## config.mk

```make
export PLATFORM = sky130hd
export DESIGN_NAME = frame_sync_gen
export DESIGN_NICKNAME = d
export VERILOG_FILES = /design/src/rtl/fsync_pkg.sv /design/src/rtl/fsync_divider.sv /design/src/rtl/fsync_cfg_latch.sv /design/src/rtl/fsync_shaper.sv /design/src/rtl/frame_sync_gen.sv
export SDC_FILE = /design/constraint.sdc
export NUM_CORES = 1
export LEC_CHECK = 0
export ABC_CLOCK_PERIOD_IN_PS = 2710
export BUFFER_PORTS_ARGS = -buffer_cell sky130_fd_sc_hd__buf_2
export CAP_MARGIN = 10
export CORE_MARGIN = 10
export CORE_UTILIZATION = 35
export CTS_CLUSTER_DIAMETER = 60
export DETAILED_ROUTE_END_ITERATION = 10
export GPL_ROUTABILITY_DRIVEN = 1
export RECOVER_POWER = 25
export SLEW_MARGIN = 30
export SYNTH_ARGS = -nofsm -noshare
export SYNTH_HDL_FRONTEND = slang
export SYNTH_SLANG_ARGS = --single-unit
```

## constraint.sdc

```tcl
create_clock -name clk_i -period 2.71 [get_ports clk_i]
set_input_delay 0.1355 -clock clk_i [delete_from_list [all_inputs] [get_ports clk_i]]
set_output_delay 0.1355 -clock clk_i [all_outputs]
set_load 0.1 [all_outputs]
```

## src/rtl/fsync_pkg.sv

```systemverilog
package fsync_pkg;
  localparam int unsigned PW_W = 4;

  typedef struct packed {
    logic            pulse_mode;
    logic [PW_W-1:0] width;
  } fsync_cfg_t;
endpackage

```

## src/rtl/fsync_divider.sv

```systemverilog
module fsync_divider #(
  parameter int unsigned DIV_RATIO = 2430,
  localparam int unsigned CNT_W = $clog2(DIV_RATIO)
) (
  input  logic             clk_i,
  input  logic             rst_ni,
  output logic             boundary_o,
  output logic [CNT_W-1:0] cnt_next_o
);
  logic [CNT_W-1:0] cnt_q;
  logic             run_q;

  // first edge after reset opens a frame
  assign boundary_o = !run_q || (cnt_q == CNT_W'(DIV_RATIO - 1));
  assign cnt_next_o = boundary_o ? '0 : cnt_q + 1'b1;

  always_ff @(posedge clk_i or negedge rst_ni) begin
    if (!rst_ni) begin
      cnt_q <= '0;
      run_q <= 1'b0;
    end else begin
      cnt_q <= cnt_next_o;
      run_q <= 1'b1;
    end
  end
endmodule

```

## src/rtl/fsync_cfg_latch.sv

```systemverilog
module fsync_cfg_latch
  import fsync_pkg::*;
(
  input  logic            clk_i,
  input  logic            rst_ni,
  input  logic            boundary_i,
  input  logic            pulse_mode_i,
  input  logic [PW_W-1:0] pulse_width_i,
  output fsync_cfg_t      cfg_next_o
);
  fsync_cfg_t cfg_q;
  fsync_cfg_t cfg_in;

  always_comb begin
    cfg_in.pulse_mode = pulse_mode_i;
    cfg_in.width      = (pulse_width_i == '0) ? PW_W'(1) : pulse_width_i;
  end

  assign cfg_next_o = boundary_i ? cfg_in : cfg_q;

  always_ff @(posedge clk_i or negedge rst_ni) begin
    if (!rst_ni) begin
      cfg_q <= '{pulse_mode: 1'b0, width: PW_W'(1)};
    end else begin
      cfg_q <= cfg_next_o;
    end
  end
endmodule

```

## src/rtl/fsync_shaper.sv

```systemverilog
module fsync_shaper
  import fsync_pkg::*;
#(
  parameter int unsigned DIV_RATIO = 2430,
  localparam int unsigned CNT_W = $clog2(DIV_RATIO),
  localparam int unsigned HALF  = DIV_RATIO / 2
) (
  input  logic             clk_i,
  input  logic             rst_ni,
  input  logic             boundary_i,
  input  logic [CNT_W-1:0] cnt_next_i,
  input  fsync_cfg_t       cfg_next_i,
  output logic             frame_o,
  output logic             frame_start_o
);
  logic [31:0] pos;
  logic        level_d;

  assign pos = 32'(cnt_next_i);

  always_comb begin
    if (cfg_next_i.pulse_mode) level_d = pos < 32'(cfg_next_i.width);
    else                       level_d = pos < 32'(HALF);
  end

  always_ff @(posedge clk_i or negedge rst_ni) begin
    if (!rst_ni) begin
      frame_o       <= 1'b0;
      frame_start_o <= 1'b0;
    end else begin
      frame_o       <= level_d;
      frame_start_o <= boundary_i;
    end
  end
endmodule

```

## src/rtl/frame_sync_gen.sv

```systemverilog
module frame_sync_gen
  import fsync_pkg::*;
#(
  parameter int unsigned DIV_RATIO = 2430,
  localparam int unsigned CNT_W = $clog2(DIV_RATIO)
) (
  input  logic            clk_i,
  input  logic            rst_ni,
  input  logic            pulse_mode_i,
  input  logic [PW_W-1:0] pulse_width_i,
  output logic            frame_o,
  output logic            frame_start_o
);
  logic             boundary;
  logic [CNT_W-1:0] cnt_next;
  fsync_cfg_t       cfg_next;

  fsync_divider #(.DIV_RATIO(DIV_RATIO)) u_div (
    .clk_i      (clk_i),
    .rst_ni     (rst_ni),
    .boundary_o (boundary),
    .cnt_next_o (cnt_next)
  );

  fsync_cfg_latch u_cfg (
    .clk_i         (clk_i),
    .rst_ni        (rst_ni),
    .boundary_i    (boundary),
    .pulse_mode_i  (pulse_mode_i),
    .pulse_width_i (pulse_width_i),
    .cfg_next_o    (cfg_next)
  );

  fsync_shaper #(.DIV_RATIO(DIV_RATIO)) u_shape (
    .clk_i         (clk_i),
    .rst_ni        (rst_ni),
    .boundary_i    (boundary),
    .cnt_next_i    (cnt_next),
    .cfg_next_i    (cfg_next),
    .frame_o       (frame_o),
    .frame_start_o (frame_start_o)
  );
endmodule

```

==> results_dict.tcl <==
set metrics [dict create \
    status "finished, final reports clean" \
    power_uw 690.6 \
    grt_pass1_wl_microns 4547 \
    skew_ns 0.01186 \
    final_cell_area_sq_um 1525 \
    grt_overflow 0 \
    areaGrowthSynthToFinish_pct 26.85 \
    fin_nets 162 \
    crit_type "register to register" \
    avgSynthCellArea_sq_um 9.776 \
    syn_nets 135 \
    synthArstFlopShare 1.000 \
    dp_cells 184 \
    numPortBuffers 8 \
    synth_top_area_cell "dfrtp_1" \
    fillers 321 \
    multi_input_area_sq_um 680.7 \
    crit_arrival_ns 2.82 \
    stdcell_count 195 \
    synth_top_area_frac 0.3954 \
    synth_cells 123 \
    synth_common_cells "dfrtp_1, nor2_1, inv_1" \
    setup_tns_ns 0 \
    syn_area_sq_um 1202 \
    dr.pass1.iters 4 \
    cts.sinks 20 \
    diodes 0 \
    dp_slack_ns 0.09882 \
    hold_class "input pin to register" \
    drive_gt1_frac 0.2886 \
    slew_violations 0 \
    root_buffer "clkbuf_4" \
    leakagePower_uw 0.0006388 \
    grt_max_degree 21 \
    setup_viol 0 \
    cts.clk_slew.worst_paths_ns 0.13 \
    htree_levels 1 \
    wl_per_cell_microns 14.19 \
    setup_slack_ns 0.09817 \
    dr_wl_met2_microns 1352 \
    rows 21 \
    synth_edf_count 0 \
    synth.distinct_cells 41 \
    ys_ff_latch 20 \
    io_pins 9 \
    drt-total-wl_microns 2768 \
    wl_met3_microns 138 \
    crit_path_start_kind "register" \
    initial_core_util 0.3603 \
    die-area_sq_um 6180 \
    slew_headroom 0.2689 \
    m1WireLength_microns 1261 \
    yosys-top-cells-area "dfrtp_1, nor2_1, ha_1, xnor2_1, mux2i_1" \
    clock.fmax_ghz 0.3829 \
    dr.max_layer_used "met4" \
    drc 0 \
    ir_drop_v 0.0003053 \
    critPathCaptureType "register" \
    postRouteAntennaNets 0 \
    synth_top_flop_cell "dfrtp_1" \
    insertion_delay_ns 0.32 \
    fp.dieH_microns 78.61 \
    place_area_sq_um 1361 \
    synth_seq_area_share 0.4173 \
    regArea_sq_um 501.7 \
    synth_warnings 0 \
    drt_iter0_drc 88 \
    dp_hpwl_microns 2017 \
    chipWidth_microns 78.61 \
    cp_max_fo 6 \
    globalplace.congestion 0.8549 \
    core_area_sq_um 3337 \
    via_count 977 \
    via_per_inst 5.010 \
    cts_tree "yes" \
    tightest_slew_ns 1.097 \
    fin_crit_sh 0.9638 \
    p_per_area_nw_per_um2 452.8 \
    numCtsBuffers 3 \
    hold_viol 0 \
    required_ns 2.92 \
    antenna_found_initial 0 \
    fin_crit_ns 2.612 \
    grt_use_total 0.09044 \
    grt_pass1_vias 924 \
    yosysMostFrequentCell "dfrtp_1" \
    clock_path_buffers 2 \
    cap_violations 0 \
]
==> what timing repair did <==
item	in CTS	in global routing
setup buffers	0	6
endpoints found under the setup margin	0	1
hold buffers	1	0
hold endpoints to repair	19	0
gates resized for setup	0	10
==> sequential cells by signal (all words and copies together), names as in the netlist <==
| name | flops |
|---|---|
| u_shape.frame_start_o | 1 |
| u_div.cnt_q | 12 |
| u_shape.frame_o | 1 |
| u_div.run_q | 1 |
| u_cfg.cfg_q | 5 |
==> path summary, 6_finish.rpt <==
| check | cells past startpoint | slack [ns] | from | endpoint |
|---|---|---|---|---|
| setup / recovery | 11 | 0.1 | u_div.cnt_q[1]$_DFF_PN0_ | u_shape.frame_o$_DFF_PN0_ |
| hold / removal | 3 | 0.07 | pulse_width_i[3] | u_cfg.cfg_q[3]$_DFF_PN0_ |
| setup reg to reg | 11 | 0.1 | u_div.cnt_q[1]$_DFF_PN0_ | u_shape.frame_o$_DFF_PN0_ |
| hold reg to reg | 2 | 0.53 | u_cfg.cfg_q[3]$_DFF_PN0_ | u_cfg.cfg_q[3]$_DFF_PN0_ |
| max in group asynchronous | 2 | 1.53 | rst_ni | u_div.cnt_q[2]$_DFF_PN0_ |
| min in group asynchronous | 2 | 0.52 | rst_ni | u_div.cnt_q[7]$_DFF_PN0_ |
==> final cells by class <==
| class | instances | area share |
|---|---|---|
| timing repair buffer | 29 | 0.1354 |
| clock inverter | 1 | 0.01969 |
| multi-input combinational | 89 | 0.4463 |
| tap | 46 | 0.03774 |
| sequential | 20 | 0.3290 |
| clock buffer | 3 | 0.01477 |
| inverter | 7 | 0.01723 |
==> kinds of logic after synthesis <==
kind of cell / synth area share
and+or+nand+nor: 0.2040
AOI/OAI and AO/OA: 0.1384
DFF: 0.4173
buffers and inverters: 0.05827
xor gates and xnor gates: 0.07284
muxes: 0.05411
adders and majority gates: 0.05203
other: 0.003119
==> layer usage <==
metal,track usage,up-vias
met5,0,-
met4,0.02151,0
met3,0.02961,2
met2,0.1488,18
met1,0.1115,469
li1,-,488
==> per-stage QoR <==
| stage | hold WS, ns | utilization |
|---|---|---|
| 2_1_floorplan | -0.1601 | - |
| 3_3_place_gp | 0.1090 | 0.4079 |
| 3_5_place_dp | 0.1159 | 0.4079 |
| 4_1_cts | 0.06735 | 0.4267 |
| 5_1_grt | 0.08303 | 0.4571 |
| 6_report | 0.07134 | 0.4571 |
==> critical path: stages (launching register included) <==
cell and delay [ns]:
dfrtp_1 0.40, inv_1 0.06, ha_1 0.13, nand4bb_1 0.18, o31ai_4 0.39, buf_6 0.19
mux2i_4 0.26, ha_4 0.15, nand3_2 0.08, o311a_1 0.38, a311oi_2 0.19, o32ai_1 0.10
==> placed cells by master (no fill, tap or decap), types with 2 or more instances in the layout <==
cell type  instances
a21oi_1            5
and4_1             2
buf_2              7
buf_4             18
buf_6              2
clkbuf_4           3
dfrtp_1           19
ha_1               4
inv_1              7
mux2i_1            2
mux2i_4            2
nand2_1            5
nand3_1            3
nand3_2            3
nand4_1            4
nor2_1            18
nor3_1             3
o21ai_0            3
xnor2_1            6
xor2_1             4
==> report_power, final <==
| group | total, uW | switching [uW] | internal, uW |
|---|---|---|---|
| combinational | 114 | 64.4 | 49.9 |
| sequential | 321 | 8.62 | 313 |
| clock | 255 | 105 | 150 |
| total | 691 | 178 | 512 |
Note: power is estimated with default switching activity, not from simulation.
